### config.mk
export PLATFORM = sky130hd
export DESIGN_NAME = cell_ovc_guard
export DESIGN_NICKNAME = d
export VERILOG_FILES = /design/src/rtl/cog_pkg.sv /design/src/rtl/cog_qual_timer.sv /design/src/rtl/cog_drive.sv /design/src/rtl/cell_ovc_guard.sv
export SDC_FILE = /design/constraint.sdc
export NUM_CORES = 1
export LEC_CHECK = 0
export ABC_CLOCK_PERIOD_IN_PS = 3900
export BUFFER_PORTS_ARGS = -buffer_cell sky130_fd_sc_hd__buf_2
export CAP_MARGIN = 0
export CORE_MARGIN = 2
export CORE_UTILIZATION = 60
export CTS_CLUSTER_SIZE = 8
export DETAILED_ROUTE_END_ITERATION = 12
export PLACE_DENSITY = 0.79
export SETUP_SLACK_MARGIN = 0.4
export SYNTH_ARGS = -nofsm -noshare
export SYNTH_HDL_FRONTEND = slang
export SYNTH_SLANG_ARGS = --single-unit
export TNS_END_PERCENT = 30
### constraint.sdc
create_clock -name clk -period 3.9 [get_ports clk]
set_clock_uncertainty 0.05 [all_clocks]
set_input_delay 0.585 -clock clk [delete_from_list [all_inputs] [get_ports clk]]
set_output_delay 0.585 -clock clk [all_outputs]
set_load 0.005 [all_outputs]
### src/rtl/cog_pkg.sv
// Shared types for the cell overcharge guard.
// Assumes: nothing beyond the standard language.
package cog_pkg;
    typedef enum logic {
        ST_NORMAL = 1'b0,
        ST_OVC    = 1'b1
    } guard_state_t;

    // Larger of two integers, for deriving counter widths.
    function automatic int imax(input int a, input int b);
        return (a > b) ? a : b;
    endfunction
endpackage

### src/rtl/cog_qual_timer.sv
// Qualification timer: counts ticks while a condition holds and fires on the
// tick that completes `limit` consecutive qualifying ticks.
// Assumes: limit >= 1; limit may change while counting (fires at once if the
// count is already at or past the new limit); caller drops cond after fire.
module cog_qual_timer #(
    parameter int MAX_COUNT = 16,
    localparam int CW = $clog2(MAX_COUNT + 1)
) (
    input  logic          clk,
    input  logic          rst_n,
    input  logic          tick,
    input  logic          cond,
    input  logic [CW-1:0] limit,
    output logic          fire
);
    logic [CW-1:0] cnt;
    logic          reached;

    // Count reaches the limit on this tick.
    always_comb begin
        reached = ({1'b0, cnt} + {{CW{1'b0}}, 1'b1}) >= {1'b0, limit};
        fire    = cond && tick && reached;
    end

    // Restart on any drop of the condition, advance on tick, saturate.
    always_ff @(posedge clk) begin
        if (!rst_n) begin
            cnt <= '0;
        end else if (!cond) begin
            cnt <= '0;
        end else if (tick && !reached) begin
            cnt <= cnt + 1'b1;
        end
    end


    restart_chk: assert property (@(posedge clk) disable iff (!rst_n)
        !cond |=> (cnt == '0));

    hold_chk: assert property (@(posedge clk) disable iff (!rst_n)
        (cond && !tick) |=> $stable(cnt));

    bound_chk: assert property (@(posedge clk) disable iff (!rst_n)
        cnt <= CW'(MAX_COUNT));
endmodule

### src/rtl/cog_drive.sv
// Output stage: maps overcharge status to the charge-control pin level and
// enable according to build-time polarity and form.
// Assumes: purely combinational; open-drain inactive level is high impedance.
module cog_drive #(
    parameter bit ACTIVE_HIGH = 1'b1,
    parameter bit OPEN_DRAIN  = 1'b0
) (
    input  logic active,
    output logic pin_out,
    output logic pin_oe
);
    // Level follows polarity in both forms.
    always_comb pin_out = ACTIVE_HIGH ? active : !active;

    generate
        if (OPEN_DRAIN) begin : g_od
            // Drive only when active; release the pin otherwise.
            always_comb pin_oe = active;
        end else begin : g_pp
            // Push-pull always drives.
            always_comb pin_oe = 1'b1;
        end
    endgenerate
endmodule

### src/rtl/cell_ovc_guard.sv
// Cell overcharge delay controller (top).
// Qualifies per-cell overcharge and release flags with separate tick-counted
// delays, keeps a latched test mode that shortens detection, and drives the
// charge-control output.
// Assumes: all flag inputs already synchronized to clk; tick is one clk wide.
module cell_ovc_guard #(
    parameter int NUM_CELLS        = 3,
    parameter int DET_BASE_TICKS   = 2000,
    parameter int DELAY_CODE       = 0,
    parameter int TEST_DET_TICKS   = 32,
    parameter int REL_TICKS        = 2,
    parameter int TEST_ENTRY_TICKS = 20,
    parameter bit ACTIVE_HIGH      = 1'b1,
    parameter bit OPEN_DRAIN       = 1'b0
) (
    input  logic                 clk,
    input  logic                 rst_n,
    input  logic                 tick,
    input  logic                 two_cell,
    input  logic [NUM_CELLS-1:0] ovc_flag,
    input  logic [NUM_CELLS-1:0] rel_flag,
    input  logic                 test_req,
    output logic                 chg_out,
    output logic                 chg_oe
);
    import cog_pkg::*;

    localparam int DET_TICKS = DET_BASE_TICKS << DELAY_CODE;
    localparam int MAX_LIM   = imax(imax(DET_TICKS, TEST_DET_TICKS),
                                    imax(REL_TICKS, TEST_ENTRY_TICKS));
    localparam int CW        = $clog2(MAX_LIM + 1);

    guard_state_t          state;
    logic                  test_mode;
    logic [NUM_CELLS-1:0]  ovc_eff, rel_eff;
    logic                  det_cond, rel_cond, ent_cond;
    logic                  det_fire, rel_fire, ent_fire;
    logic [CW-1:0]         det_limit;
    logic                  in_ovc;

    // Per-cell masking of the top cell in the reduced pack.
    for (genvar i = 0; i < NUM_CELLS; i++) begin : g_cell
        if (i == NUM_CELLS - 1) begin : g_top
            // Top cell: ignored when the pack is one cell short.
            always_comb begin
                ovc_eff[i] = ovc_flag[i] && !two_cell;
                rel_eff[i] = rel_flag[i] || two_cell;
            end
        end else begin : g_low
            // Lower cells always take part.
            always_comb begin
                ovc_eff[i] = ovc_flag[i];
                rel_eff[i] = rel_flag[i];
            end
        end
    end

    // Conditions and the active detection limit.
    always_comb begin
        in_ovc    = (state == ST_OVC);
        det_cond  = !in_ovc && (|ovc_eff);
        rel_cond  = in_ovc && (&rel_eff);
        ent_cond  = test_req && !test_mode;
        det_limit = test_mode ? CW'(TEST_DET_TICKS) : CW'(DET_TICKS);
    end

    cog_qual_timer #(.MAX_COUNT(MAX_LIM)) u_det (
        .clk(clk), .rst_n(rst_n), .tick(tick), .cond(det_cond),
        .limit(det_limit), .fire(det_fire)
    );

    cog_qual_timer #(.MAX_COUNT(MAX_LIM)) u_rel (
        .clk(clk), .rst_n(rst_n), .tick(tick), .cond(rel_cond),
        .limit(CW'(REL_TICKS)), .fire(rel_fire)
    );

    cog_qual_timer #(.MAX_COUNT(MAX_LIM)) u_ent (
        .clk(clk), .rst_n(rst_n), .tick(tick), .cond(ent_cond),
        .limit(CW'(TEST_ENTRY_TICKS)), .fire(ent_fire)
    );

    // Status register: normal <-> overcharge.
    always_ff @(posedge clk) begin
        if (!rst_n) begin
            state <= ST_NORMAL;
        end else if (det_fire) begin
            state <= ST_OVC;
        end else if (rel_fire) begin
            state <= ST_NORMAL;
        end
    end

    // Test-mode latch: set by held entry, cleared on reaching overcharge.
    always_ff @(posedge clk) begin
        if (!rst_n) begin
            test_mode <= 1'b0;
        end else if (det_fire) begin
            test_mode <= 1'b0;
        end else if (ent_fire) begin
            test_mode <= 1'b1;
        end
    end

    cog_drive #(.ACTIVE_HIGH(ACTIVE_HIGH), .OPEN_DRAIN(OPEN_DRAIN)) u_drive (
        .active(in_ovc), .pin_out(chg_out), .pin_oe(chg_oe)
    );


    det_cause_chk: assert property (@(posedge clk) disable iff (!rst_n)
        $rose(in_ovc) |-> $past(|ovc_eff));

    rel_cause_chk: assert property (@(posedge clk) disable iff (!rst_n)
        $fell(in_ovc) |-> $past(&rel_eff));

    test_clear_chk: assert property (@(posedge clk) disable iff (!rst_n)
        $rose(in_ovc) |-> !test_mode);

    test_set_chk: assert property (@(posedge clk) disable iff (!rst_n)
        $rose(test_mode) |-> $past(test_req));

    top_mask_chk: assert property (@(posedge clk) disable iff (!rst_n)
        ($rose(in_ovc) && $past(two_cell)) |-> $past(|ovc_flag[NUM_CELLS-2:0]));

    polarity_chk: assert property (@(posedge clk) disable iff (!rst_n)
        (in_ovc && chg_oe) |-> (chg_out == ACTIVE_HIGH));

    form_chk: assert property (@(posedge clk) disable iff (!rst_n)
        (!in_ovc && OPEN_DRAIN) |-> !chg_oe);
endmodule

# == After elaboration in Yosys (flattened, before gate mapping) ==
# Index checks and enable logic that the tools add are counted.
# classes
addsub,6
n_lt_le_gt_ge,3
n_mux,3
bitwise,1
n_reduce_logical,27
# ops
cell,count
"adder 11 x 1 -> 12 bit, second input constant",3
"adder 11 x 1 -> 11 bit, second input constant",3
logical AND 1 bit,13
greater-or-equal comparator 12 x 11 -> 1 bit,1
"greater-or-equal comparator 12 x 2 -> 1 bit, second input constant",1
"greater-or-equal comparator 12 x 5 -> 1 bit, second input constant",1
two-way mux 11 bit,1
logical NOT 1 bit,6
AND reduction 2 bit,3
AND reduction 3 bit,1
OR reduction 3 bit,1
two-way mux 1 bit,2
nonzero test 2 bit,1
OR reduction 2 bit,1
logical OR 1 bit,1
NOT 1 bit,1
# word_totals
ff_bits,35
inputBits,11
out_inout_bits,2
elab_cells,45

# == Longest topological paths before layout ==
# depth
depth_word,7
mapped_depth,13
ltp_nobuf,12

# == Modules after synthesis ==
# Synthesis repeated with hierarchy kept, for this count alone.
# hier_totals
cells_unflattened,412
area_unflattened_um2,3278.1
# by_module_without_submodules
module,n_inst,cells_each,area_per_inst_um2,seq_area_each_um2
cog_qual_timer at u_det ...,2,137,1073.5,220.2
cog_qual_timer at u_rel,1,121,998.5,220.2
cell_ovc_guard,1,14,113.9,40.0
cog_drive,1,3,18.8,0.0

# == Least setup slack after synthesis ==
# OpenSTA, ideal clock, no wires.
# synth_path
kind,reg2reg
startpoint,register u_det.cnt[0]
endpoint,register u_det.cnt[0]
setup_ps,121
t_arrival_ps,2931
t_required_ps,3729
path_slack_ps,797
stages_incl_launch_ff,14
n_path_buf,1
synth_period_minus_slack_ps,3103
cell_sequence,dfxtp_1 > ha_1 > nand3_1 > or2_2 > nor2_1 > nand3_1 > xnor2_1 > ha_1 > nand3_1 > or2_2 > o211ai_1 > clkbuf_1 > xor2_1 > nor2_1
# synth_via
elab_chain_cells,4
word_cells_on_any_way,5
cone_classes,2 x add/sub; 1 x order compare; 2 x reduce/logical
# synth_lines
element,line,source
"start, declared",cog_qual_timer.sv:16,logic [CW-1:0] cnt;
"start signal, assigned",cog_qual_timer.sv:32,cnt <= cnt + 1'b1;
adder 11 x 1 -> 12 bit,cog_qual_timer.sv:21,"reached = ({1'b0, cnt} + {{CW{1'b0}}, 1'b1}) >= {1'b0, limit};"
greater-or-equal comparator 12 x 11 -> 1 bit,cog_qual_timer.sv:21,
logical NOT 1 bit,cog_qual_timer.sv:31,end else if (tick && !reached) begin
logical AND 1 bit,cog_qual_timer.sv:31,
# Parallel ways exist; a longest one is shown, timed or not.
# A chain may end at the register's enable or synchronous reset.

# == Worst setup path after layout ==
# layout_path
startpoint,register u_det.cnt[2]
endpoint,register u_det.cnt[3]
# The elaborated chain is that of the path after synthesis.

==> results.txt <==
The flow ran to the end, and the final reports show no timing, DRC or antenna violations. The arrival time at the worst endpoint came out at roughly 3.4 ns. The area of the die came out at between 3000 and 4000 um^2. The area growth from synthesis to final layout came out at 8.54%. The half-perimeter wire length after placement is 3000 um. The synthesized flop and latch total is 35. The slew of the pin with the lowest slew margin is between 0.4 and 0.5 ns. The post-detailed-route count of antenna-violating nets is 0.

The standby leakage power is 0.841 nW. The count of routing violations after the opening detailed-route iteration came out at 96. The number of detailed-route iterations in the first pass is 4. The setup path with the least slack is of type reg -> reg. The global-route total usage across every layer is about 22%. The final hold violation count is 0. The total power consumption of the routed design is 0.585 mW.

The startpoint identified for the worst register-to-register timing path is u_det.cnt[2]. Yosys printed 0 warnings. Of all nets on the critical path, the largest fanout is 17. The via count is ~1800. The highest clock frequency the design can meet is roughly 310 MHz. The leading cell type in the layout, fill and taps excluded is sky130_fd_sc_hd__dfxtp_1. In this run, post-CTS hold repair placed 0 buffers.

The share of layout cells above drive strength 1 came out at about 16%. The number of fill cells came out at ~310. The number of CTS-inserted buffers is 5. In the layout the commonest cells are sky130_fd_sc_hd__dfxtp_1, sky130_fd_sc_hd__nand2_1, sky130_fd_sc_hd__o21ai_0. For this design, the sink count on the clock tree is 35. The worst reg-to-reg path cell count is 12.

The maximum number of pins on one net before global-route repair is 18. The post-layout minimum cycle time came out at about 3.2 ns. The number of port buffers is 11. The hold path startpoint is u_ent.cnt[6].

The worst hold path passes through 2 cells. The core region area is 3310 um^2. The average cell area after synthesis is roughly 8.6 um^2.

The worst hold path terminates at u_ent.cnt[6]. Synthesis produced between 200 and 250 cells. The tightest min-delay check is of the reg -> reg type. The worst register-to-register path ends at u_det.cnt[3]. The wire length of the first global-routing pass came out at approximately 7000 um.

Routability-driven placement finished with a final weighted congestion of ~0.87. Counting distinct cell types in the post-synthesis netlist gives 48. The initial antenna violation count came out at 0. The fraction of registers with async set or reset after synthesis is 0%.

After clock tree synthesis, the clock-pin slew on the worst setup and hold paths is approximately 0.11 ns. After detailed routing, the average wire length per cell comes to 14.0 um. The number of core rows came out at 21. In the routed design, unresolved DRC markers number 0. The aggregate negative setup slack is 0 ns. The final wirelength is roughly 4200 um.

Measured along the x axis, the die boundary spans just over 60 um. Yosys mapped a number of flops with a built-in enable equal to 0. The chip height is a little over 60 um. At the end of the flow, the number of nets in the layout was ~270. The final number of max-transition violations came out at 0. The portion of the post-synthesis area used by sequential elements is 34.4%. The number of inserted diodes came out at 0. The total of endpoints with negative setup slack in the final report is 0. The category of the worst setup path launch point is a flip-flop. The maximum level of the CTS H-tree is 2. The total power divided by cell area came out at roughly 260 nW/um^2. The final global-route overflow total is 0.

For this configuration, the core starts out at a cell density of approximately 62%. The count of boundary I/O pins came out at 13. In the synthesized netlist the dominant register cell turns out to be sky130_fd_sc_hd__dfxtp_1. The total nets after synthesis came out at ~260. The synthesized netlist occupies a cell area of between 2000 and 2500 um^2. TritonCTS built the clock tree.

The root buffer cell chosen for the clock tree is sky130_fd_sc_hd__clkbuf_4. The number of global-route vias before repair is 1634. The worst-case headroom to the max-slew limit came out at around 67%. The share of the clock period used by the worst path after layout came out at between 80 and 90%. Max-cap violations in this run came to 0. The later pin in the worst-skew pair is clocked with a latency of 0.34 ns. STA classifies the critical path endpoint as a flip-flop. Dividing the detail-routed via count by the number of cells gives slightly below 6. The worst path required time came out at 4.12 ns.

The worst supply voltage drop on vdd is 0.200 mV. The slack of the worst reg-to-reg path is 0.68 ns. The worst-case clock buffer depth is 2. Setup repair after global routing left no endpoint under its margin.
[per-layer routing]
metal / vias to the layer above / track usage (%) / part of all wire (%)
met5: - / 0 / 0
met2: 17 / 38.0 / 49
met1: 826 / 27.3 / 47
met4: 0 / 8.06 / 1.6
li1: 909 / - / -
met3: 7 / 5.98 / 2.3
[through the flow]
stage	utilization (%)	hold WS, ns	area (um^2)	setup WS, ns	std cells
3_5_place_dp	63.8	0.433	2110	0.545	287
6_report	66.8	0.449	2210	0.682	297
4_1_cts	65.5	0.452	2170	0.520	295
2_1_floorplan	-	0.403	2040	0.797	236
3_3_place_gp	63.8	0.430	2110	0.641	287
5_1_grt	66.8	0.485	2210	0.333	297
[cells by family after synthesis]
family | share of synthesized area (%)
AO/OA/AOI/OAI | 18.2
XOR/XNOR | 6.88
adder cells (fa/ha/maj) | 6.76
buffers and inverters | 3.32
flip-flops | 34.4
other | 0.184
AND/OR/NAND/NOR | 30.2
[state kept, by name, summed over array words and instances (netlist names)]
name	count
u_rel.cnt	11
u_det.cnt	11
in_ovc	1
u_ent.cnt	11
test_mode	1
[timing repair]
item / CTS / global route
setup endpoints to repair: 0 / 9
setup buffers: 0 / 2
gates resized for setup: 0 / 5
[cell type report]
| type | instances | area [um^2] | share of cell area (%) |
|---|---|---|---|
| sequential | 35 | 702 | 31.7 |
| clock inverter | 3 | 20.0 | 0.905 |
| multi-input combinational | 188 | 1290 | 58.5 |
| clock buffer | 5 | 37.5 | 1.70 |
| tap | 46 | 57.6 | 2.60 |
| inverter | 6 | 22.5 | 1.02 |
| timing repair buffer | 14 | 77.6 | 3.51 |
[power by group]
group / switching (mW) / internal, mW / total (mW) / leakage (nW)
logic: 0.0178 / 0.0101 / 0.0279 / 0.531
clock network: 0.125 / 0.0688 / 0.194 / 0.0272
registers: 0.00302 / 0.360 / 0.363 / 0.283
[critical path, stage by stage (launching register included)]
cell	delay (ns)
sky130_fd_sc_hd__dfxtp_1	0.44
sky130_fd_sc_hd__nand4_1	0.12
sky130_fd_sc_hd__nor2_1	0.34
sky130_fd_sc_hd__nand4_1	0.21
sky130_fd_sc_hd__xnor2_1	0.22
sky130_fd_sc_hd__ha_1	0.27
sky130_fd_sc_hd__a21oi_1	0.13
sky130_fd_sc_hd__o21ai_0	0.17
sky130_fd_sc_hd__a221oi_4	0.36
sky130_fd_sc_hd__o211ai_1	0.13
sky130_fd_sc_hd__buf_4	0.21
sky130_fd_sc_hd__or3_1	0.35
sky130_fd_sc_hd__a21oi_1	0.14
[synthesized netlist by cell type, types with 7 or more instances]
library cell	count	area [um^2]
sky130_fd_sc_hd__and3_1	8	50.1
sky130_fd_sc_hd__ha_1	11	138
sky130_fd_sc_hd__a21oi_1	10	50.1
sky130_fd_sc_hd__xor2_1	9	78.8
sky130_fd_sc_hd__or3_1	7	43.8
sky130_fd_sc_hd__nand2_1	16	60.1
sky130_fd_sc_hd__dfxtp_1	35	701
sky130_fd_sc_hd__nor2_1	13	48.8
sky130_fd_sc_hd__nand3_1	14	70.1
sky130_fd_sc_hd__xnor2_1	7	61.3
sky130_fd_sc_hd__and2_1	12	75.1
sky130_fd_sc_hd__o21ai_0	15	75.1
[worst max-delay path by stage]
stage,from,to,slack [ns],cells after the start
3_3_place_gp,u_det.cnt[0],u_det.cnt[3],0.64,12
3_5_place_dp,u_det.cnt[0],u_det.cnt[3],0.54,12
2_1_floorplan,u_det.cnt[0],u_det.cnt[0],0.80,13
6_report,u_det.cnt[2],u_det.cnt[3],0.68,12
5_1_grt,u_det.cnt[2],u_det.cnt[3],0.33,12
4_1_cts,u_det.cnt[0],u_det.cnt[3],0.52,12
No activity file was read; power rests on OpenSTA's default activity.
